[config.mk]
export PLATFORM = sky130hd
export DESIGN_NAME = mbox_irq_ctrl
export DESIGN_NICKNAME = d
export VERILOG_FILES = /design/src/rtl/mbox_irq_pkg.sv /design/src/rtl/mbox_rst_sync.sv /design/src/rtl/mbox_port_decode.sv /design/src/rtl/mbox_flag.sv /design/src/rtl/mbox_irq_ctrl.sv
export SDC_FILE = /design/constraint.sdc
export NUM_CORES = 1
export LEC_CHECK = 0
export BUFFER_PORTS_ARGS = -buffer_cell sky130_fd_sc_hd__buf_2
export CAP_MARGIN = 20
export CORE_AREA = 2 2 39 41
export CTS_BUF_LIST = sky130_fd_sc_hd__clkbuf_2 sky130_fd_sc_hd__clkbuf_4 sky130_fd_sc_hd__clkbuf_8
export DETAILED_ROUTE_END_ITERATION = 6
export DIE_AREA = 0 0 41 43
export GPL_ROUTABILITY_DRIVEN = 0
export PLACE_DENSITY = 0.53
export SYNTH_ARGS = -nofsm -noshare
export SYNTH_HDL_FRONTEND = slang
export SYNTH_SLANG_ARGS = --single-unit
[constraint.sdc]
create_clock -name clk -period 0.8 [get_ports clk]
set_clock_uncertainty 0.2 [all_clocks]
set_input_delay 0.08 -clock clk [delete_from_list [all_inputs] [get_ports clk]]
set_output_delay 0.08 -clock clk [all_outputs]
set_load 0.05 [all_outputs]
[src/rtl/mbox_irq_pkg.sv]
package mbox_irq_pkg;

  // Decoded mailbox hits for one port.
  // Bit index 0 of each field refers to port A's box and index 1 to port B's box.
  typedef struct packed {
    logic [1:0] wr_box;
    logic [1:0] rd_box;
  } mbox_hits_t;

  localparam int unsigned NUM_PORTS = 2;

endpackage

[src/rtl/mbox_rst_sync.sv]
module mbox_rst_sync #(
  parameter int unsigned STAGES = 2
) (
  input  logic clk,
  input  logic rst_n,
  output logic rst_sync_n
);

  logic [STAGES-1:0] chain_q;
  logic [STAGES-1:0] chain_d;

  always_comb begin
    chain_d = {chain_q[STAGES-2:0], 1'b1};
  end

  always_ff @(posedge clk or negedge rst_n) begin
    if (!rst_n) begin
      chain_q <= '0;
    end else begin
      chain_q <= chain_d;
    end
  end

  assign rst_sync_n = chain_q[STAGES-1];

endmodule

[src/rtl/mbox_port_decode.sv]
module mbox_port_decode
  import mbox_irq_pkg::*;
#(
  parameter int unsigned ADDR_W = 13
) (
  input  logic              en,
  input  logic              sel_n,
  input  logic              wr_n,
  input  logic              oe_n,
  input  logic [ADDR_W-1:0] addr,
  output mbox_hits_t        hits
);

  localparam logic [ADDR_W-1:0] BOX_B = {ADDR_W{1'b1}};
  localparam logic [ADDR_W-1:0] BOX_A = BOX_B - 1'b1;

  logic       wr_act;
  logic       rd_act;
  logic [1:0] addr_hit;

  always_comb begin
    wr_act      = en && !sel_n && !wr_n;
    rd_act      = en && !sel_n && !oe_n;
    addr_hit[0] = (addr == BOX_A);
    addr_hit[1] = (addr == BOX_B);
    hits.wr_box = addr_hit & {2{wr_act}};
    hits.rd_box = addr_hit & {2{rd_act}};
  end

endmodule

[src/rtl/mbox_flag.sv]
module mbox_flag (
  input  logic clk,
  input  logic rst_n,
  input  logic set,
  input  logic clr,
  output logic active
);

  logic flag_q;
  logic flag_d;
  logic flag_en;

  always_comb begin
    flag_en = set || clr;
    flag_d  = set;
  end

  always_ff @(posedge clk or negedge rst_n) begin
    if (!rst_n) begin
      flag_q <= 1'b0;
    end else if (flag_en) begin
      flag_q <= flag_d;
    end
  end

  assign active = flag_q;

endmodule

[src/rtl/mbox_irq_ctrl.sv]
module mbox_irq_ctrl
  import mbox_irq_pkg::*;
#(
  parameter int unsigned ADDR_W      = 13,
  parameter int unsigned SYNC_STAGES = 2
) (
  input  logic              clk,
  input  logic              rst_n,
  input  logic              mbox_en,
  input  logic              a_sel_n,
  input  logic              a_wr_n,
  input  logic              a_oe_n,
  input  logic [ADDR_W-1:0] a_addr,
  input  logic              b_sel_n,
  input  logic              b_wr_n,
  input  logic              b_oe_n,
  input  logic [ADDR_W-1:0] b_addr,
  output logic              a_irq_n,
  output logic              b_irq_n
);

  logic                    rst_int_n;
  logic [NUM_PORTS-1:0]    sel_n_v;
  logic [NUM_PORTS-1:0]    wr_n_v;
  logic [NUM_PORTS-1:0]    oe_n_v;
  logic [ADDR_W-1:0]       addr_v [NUM_PORTS];
  mbox_hits_t              hits_v [NUM_PORTS];
  logic [NUM_PORTS-1:0]    set_v;
  logic [NUM_PORTS-1:0]    clr_v;
  logic [NUM_PORTS-1:0]    act_v;

  mbox_rst_sync #(.STAGES(SYNC_STAGES)) u_rst_sync (
    .clk        (clk),
    .rst_n      (rst_n),
    .rst_sync_n (rst_int_n)
  );

  always_comb begin
    sel_n_v   = {b_sel_n, a_sel_n};
    wr_n_v    = {b_wr_n, a_wr_n};
    oe_n_v    = {b_oe_n, a_oe_n};
    addr_v[0] = a_addr;
    addr_v[1] = b_addr;
  end

  for (genvar p = 0; p < NUM_PORTS; p++) begin : g_port
    mbox_port_decode #(.ADDR_W(ADDR_W)) u_dec (
      .en    (mbox_en),
      .sel_n (sel_n_v[p]),
      .wr_n  (wr_n_v[p]),
      .oe_n  (oe_n_v[p]),
      .addr  (addr_v[p]),
      .hits  (hits_v[p])
    );

    // A flag is raised by the opposite port writing this port's box,
    // and dropped by this port reading its own box.
    always_comb begin
      set_v[p] = hits_v[NUM_PORTS-1-p].wr_box[p];
      clr_v[p] = hits_v[p].rd_box[p];
    end

    mbox_flag u_flag (
      .clk    (clk),
      .rst_n  (rst_int_n),
      .set    (set_v[p]),
      .clr    (clr_v[p]),
      .active (act_v[p])
    );
  end

  assign a_irq_n = ~act_v[0];
  assign b_irq_n = ~act_v[1];

endmodule

==> flow_metrics.env, run 1 <==
export IMPL_outcome="finished, violations left"
export IMPL_violations="negative hold slack, negative setup slack"
export IMPL_p_sw_uw=124
export IMPL_setup_ws_ns=-0.327
export IMPL_critPathRequiredTime_ns=0.52
export IMPL_arrival_ns=0.85
export IMPL_viasPerCell=4.48
export IMPL_timing_final_crit_share=1.41
export IMPL_synth_top_cell_by_area="dfrtp_1"
export IMPL_hold_class="reg -> async"
export IMPL_final_nets=106
export IMPL_rows=14
export IMPL_grt_usage=0.115
export IMPL_finalSetupViolations=4
export IMPL_hold_viol=5
export IMPL_synth_top_family_by_area="simple AND/OR/NAND/NOR gates"
export IMPL_hold_ws_ns=-0.180
export IMPL_leakage_uw=0.000277
export IMPL_finalWirelength_um=997
export IMPL_grt_max_degree=3
export IMPL_tritoncts="yes"
export IMPL_ys_top_cells_by_count="dfrtp_1 (4), nand4_1 (4), nand4b_1 (4)"
export IMPL_synth_cell_types=11
export IMPL_synth_area_per_cell_um2=9.90
export IMPL_grt_pass1_vias=377
export IMPL_rsz0062_at_grt="yes"
export IMPL_ioPinCount=37
export IMPL_avgRoutedWirePerCell_um=11.7
export IMPL_dp_slack_ns=-0.559
export IMPL_vdd_drop_max_mv=1.11
export IMPL_htree_levels=1
export IMPL_cts_clk_slew_worst_paths_ns=0.04
export IMPL_antenna_found_initial=0
export IMPL_power_density_nw_per_um2=1010
export IMPL_crit_path_end_kind="output port"
export IMPL_synth_seq_area_share=0.440
export IMPL_synthMuxAreaShare=0
export IMPL_diodes=0
export IMPL_synth_nets=58
export IMPL_cts_buffers=3
export IMPL_start_util=0.165
export IMPL_port_buffers=36
export IMPL_synthSimpleGateAreaFrac=0.451
export IMPL_yosys_warnings=0
export IMPL_postLayoutCoreUtil=0.424
export IMPL_ys_flop_type="dfrtp_1"
export IMPL_path_class="reg -> out"
export IMPL_fp_dieH_um=43
export IMPL_drv_slew=0
export IMPL_clockBufferDepth=2
export IMPL_synthXorXnorAreaFrac=0
export IMPL_core_area_um2=1380
export IMPL_ys_ff_latch=4
export IMPL_first_iter_violations=3
export IMPL_cts_sinks=4
export IMPL_synth_edff_count=0
export IMPL_post_route_drc_count=0
export IMPL_antenna_left=0
export IMPL_swShare=0.208
export IMPL_async_flop_share=1.00
export IMPL_fin_crit_ns=1.13
export IMPL_fmax_mhz=887
export IMPL_clockPowerShare=0.415
export IMPL_synth_compound_area_frac=0.0604
export IMPL_drive_above_1_share=0.739
export IMPL_comb_power_share=0.229
export IMPL_area_growth_pct=158
export IMPL_p_int_uw=470
export IMPL_vias=381
export IMPL_cts_root_buf="clkbuf_4"
export IMPL_synth_area_leaders="dfrtp_1 (44%), nand4b_1 (15%), nand4_1 (11%)"
export IMPL_syn_area_um2=228
export IMPL_critPathLaunchType="register"
export IMPL_insertion_delay_ns=0.23
export IMPL_cp_max_fo=2
export IMPL_yosys_area_share_adder=0
export IMPL_synth_top_area_frac=0.440
export IMPL_grt_overflow=0
export IMPL_first_pass_iters=2
export IMPL_ctsHoldBuffers=1
export IMPL_p_seq_frac=0.356
export IMPL_grt_pass1_wl_mm=1.35
export IMPL_fp_dieW_um=41
export IMPL_die_area_um2=1760
export IMPL_finalPower_uw=593
export IMPL_hpwl_um=830
export IMPL_syn_inst=23
export IMPL_cap_violations=0
-- state kept, by name (all words and copies together), names as in the netlist --
| signal | cells |
|---|---|
| g_port.u_flag.active | 2 |
| u_rst_sync.chain_q | 2 |
-- what timing repair did --
item | CTS | global route
cloned | 0 | 0
setup buffers | 2 | 1
endpoints found under the setup margin | 4 | 4
pin swaps | 3 | 4
resized for setup | 10 | 4
hold endpoints to repair | 5 | 5
-- per-layer routing --
layer / wire length (um) / global-route usage / share of wire / vias up
li1: - / - / - / 189
met1: 392 / 0.114 / 0.39 / 156
met2: 367 / 0.188 / 0.37 / 36
met3: 237 / 0.0838 / 0.24 / 0
met4: 0 / 0.0200 / 0 / 0
met5: 0 / 0 / 0 / -
-- final cells by class --
| class | count | area, um^2 |
|---|---|---|
| inverter | 2 | 15.0 |
| sequential | 4 | 100 |
| tap | 16 | 20.0 |
| clock buffer | 3 | 22.5 |
| fill | 153 | 797 |
| timing repair buffer | 43 | 279 |
| multi-input combinational | 17 | 150 |
-- per-stage QoR --
stage	std cells	setup TNS [ns]	instance area, um^2
3_3_place_gp	78	-1.29	458
6_report	85	-1.14	587
5_1_grt	85	-1.32	587
4_1_cts	84	-1.11	557
3_5_place_dp	78	-1.32	458
2_1_floorplan	23	-0.824	235
-- final timing paths --
kind                                                          start                                   to  slack, ns  cells past startpoint
max in group asynchronous                                     rst_n      u_rst_sync.chain_q[0]$_DFF_PN0_       0.34                      2
worst max register to register  g_port[1].u_flag.active$_DFFE_PN0P_  g_port[1].u_flag.active$_DFFE_PN0P_      -0.16                      3
worst min register to register      u_rst_sync.chain_q[1]$_DFF_PN0_  g_port[1].u_flag.active$_DFFE_PN0P_      -0.18                      0
worst min-delay path                u_rst_sync.chain_q[1]$_DFF_PN0_  g_port[1].u_flag.active$_DFFE_PN0P_      -0.18                      0
worst max-delay path            g_port[1].u_flag.active$_DFFE_PN0P_                              b_irq_n      -0.33                      2
min in group clk                                             b_wr_n  g_port[0].u_flag.active$_DFFE_PN0P_      -0.13                      2
-- power by group through the flow --
stage / clock network, uW / logic [uW] / registers, uW
after CTS: 259 / 130 / 211
final: 246 / 136 / 211
after floorplan: 0 / 14.6 / 213
after global placement: 0 / 107 / 214
after global routing: 289 / 151 / 211
after detailed placement: 0 / 108 / 214
-- worst max-delay path, stage by stage, from the launching register on --
cell	delay, ns
dfrtp_1	0.36
clkinvlp_4	0.10
buf_6	0.15
-- cells by family (layout without fill, tap and decap cells) --
| logic type | Yosys count | after routing |
|---|---|---|
| buf+inv | 2 | 48 |
| simple gates | 14 | 14 |
| compound gates | 2 | 2 |
| flops | 4 | 4 |
| other cells | 1 | 1 |
-- layout by cell type (no fill, tap or decap) --
cell type	synthesis	layout
dfrtp_1	4	4
clkinvlp_4	0	2
nor4_4	0	1
conb_1	1	1
o21ai_2	0	1
nand4bb_1	1	1
buf_2	0	29
or4_1	2	1
dlygate4sd3_1	0	1
nor4_1	2	1
clkbuf_4	0	3
nand4_1	4	4
or4_4	0	1
buf_4	0	6
o32ai_2	0	1
buf_6	0	7
nand4b_1	4	4
nand2_1	1	1
No activity file was read; power rests on OpenSTA's default activity.
==> run 2, diff against run 1 <==
HOLD_SLACK_MARGIN = 0.12   (was not set)
clock period = 1.4 ns   (was 0.8 ns; I/O delays follow)
==> run 2 against run 1 <==
The flow now finishes without violations. Final cell count down 2.4%. Core utilization down 6.2 points. Clock power down 43%. Cell area down 15%. First-iteration DRC count down 67%. Global-route usage down 1.2 points. Critical path depth up 3. Count of clock-buffer cells in the layout unchanged. Worst hold slack better by 0.25 ns. Sequential share of layout area up 2.9 points. Flip-flop and latch count unchanged. Setup slack better by 0.49 ns. Largest cell class unchanged.
==> flow_metrics.env, run 2 (same netlist as run 1, synthesis figures left out) <==
export IMPL_setup_ws_ns=0.160
export IMPL_drive_above_1_share=0.582
export IMPL_start_util=0.165
export IMPL_path_class="in -> reg"
export IMPL_cp_slowest_stage_delay_ns=0.52
export IMPL_comb_power_share=0.206
export IMPL_hold_class="in -> reg"
export IMPL_place_area_um2=428
export IMPL_fp_dieW_um=41
export IMPL_hold_viol=0
export IMPL_dp_slack_ns=-0.0667
export IMPL_arrival_ns=1.14
export IMPL_critPathLaunchType="input port"
export IMPL_fp_dieH_um=43
export IMPL_final_nets=104
export IMPL_port_buffers=36
export IMPL_fin_crit_ns=1.24
export IMPL_grt_max_degree=4
export IMPL_swShare=0.199
export IMPL_first_iter_violations=1
export IMPL_p_int_uw=262
export IMPL_crit_chain="dlygate4sd3_1 > buf_2 > nand4b_1 > nor4_1 > o21ai_0"
export IMPL_dp_cells=75
export IMPL_cts_root_buf="clkbuf_4"
export IMPL_final_cell_mix="buf_2 (36), dlygate4sd3_1 (5), nand4b_1 (4), nand4_1 (4), dfrtp_1 (4)"
export IMPL_r2r_start="u_rst_sync.chain_q[1]$_DFF_PN0_"
export IMPL_insertion_delay_ns=0.23
export IMPL_hp_start="b_addr[6]"
export IMPL_diodes=0
export IMPL_crit_path_end_kind="register"
export IMPL_ioPinCount=37
export IMPL_cp_max_fo=2
export IMPL_antenna_left=0
export IMPL_area_growth_pct=120
export IMPL_cts_resized_gates=0
export IMPL_outcome="finished clean"
export IMPL_grt_overflow=0
export IMPL_avgRoutedWirePerCell_um=8.99
export IMPL_final_cells=83
export IMPL_cts_clk_slew_worst_paths_ns=0.04
export IMPL_drv_slew=0
export IMPL_rsz0062_at_grt="no"
export IMPL_core_area_um2=1380
export IMPL_htree_levels=1
export IMPL_die_area_um2=1760
export IMPL_vias=356
export IMPL_vdd_drop_max_mv=0.308
export IMPL_leakage_uw=0.000257
export IMPL_grt_pass1_wl_mm=1.22
export IMPL_cap_violations=0
export IMPL_viasPerCell=4.29
export IMPL_rows=14
export IMPL_p_seq_frac=0.366
export IMPL_finalSetupViolations=0
export IMPL_tns_ns=0
export IMPL_clockBufferDepth=2
export IMPL_hpwl_um=651
export IMPL_fmax_mhz=806
export IMPL_highest_layer="met4"
export IMPL_p_sw_uw=65.3
export IMPL_path_buf_inv=2
export IMPL_final_area_um2=500
export IMPL_finalWirelength_um=746
export IMPL_postLayoutCoreUtil=0.362
export IMPL_mostFrequentLayoutCell="buf_2"
export IMPL_power_density_nw_per_um2=655
export IMPL_post_route_drc_count=0
export IMPL_cts_sinks=4
export IMPL_cts_buffers=3
export IMPL_tritoncts="yes"
export IMPL_dr_wl_met2_um=381
export IMPL_wirelength_met1_um=277
export IMPL_cts_setup_buffers=0
export IMPL_first_pass_iters=3
export IMPL_critPathRequiredTime_ns=1.30
export IMPL_ctsHoldBuffers=5
export IMPL_timing_final_crit_share=0.886
export IMPL_grt_usage=0.103
export IMPL_met3RoutedLength_um=82
export IMPL_clockPowerShare=0.428
export IMPL_antenna_found_initial=0
export IMPL_cp_slowest_cell="dlygate4sd3_1"
export IMPL_worstSetupStartpoint="b_addr[0]"
export IMPL_crit_family="buffers and inverters"
export IMPL_grt_pass1_vias=332
run 2: worst paths after layout:
check                                                       to  slack (ns)  cells past startpoint
max                        g_port[1].u_flag.active$_DFFE_PN0P_        0.16                      5
min                        g_port[0].u_flag.active$_DFFE_PN0P_        0.07                      4
max reg2reg                g_port[1].u_flag.active$_DFFE_PN0P_        0.53                      1
min reg2reg                    u_rst_sync.chain_q[1]$_DFF_PN0_        0.15                      0
max in group asynchronous      u_rst_sync.chain_q[1]$_DFF_PN0_        0.32                      3
min in group asynchronous  g_port[0].u_flag.active$_DFFE_PN0P_        0.35                      1
run 2: layer usage:
layer,track usage,vias to the layer above
li1,-,186
met1,0.110,151
met2,0.156,17
met3,0.0471,2
met4,0.0600,0
met5,0,-
run 2: cell type report:
type / count / area, um^2
fill: 156 / 883
clock buffer: 3 / 22.5
inverter: 2 / 7.51
sequential: 4 / 100
timing repair buffer: 41 / 230
multi-input combinational: 17 / 120
tap: 16 / 20.0
run 2: power groups by stage:
stage	Clock (uW)	Sequential [uW]	Combinational [uW]
final	140	120	67.6
after global routing	157	120	75.9
after CTS	146	120	68.5
after detailed placement	0	122	56.4
after global placement	0	122	55.5
after floorplan	0	122	8.33
run 2: metrics by stage:
stage	hold slack, ns	power, uW
floorplan	-0.356	130
global placement	-0.273	178
detailed placement	-0.271	179
CTS	0.0635	334
global route	0.102	353
finish	0.0691	328
run 2: tightest hold or removal path: stages:
cell,delay (ns)
buf_2,0.10
nand2_1,0.05
or4_1,0.09
o32ai_1,0.07
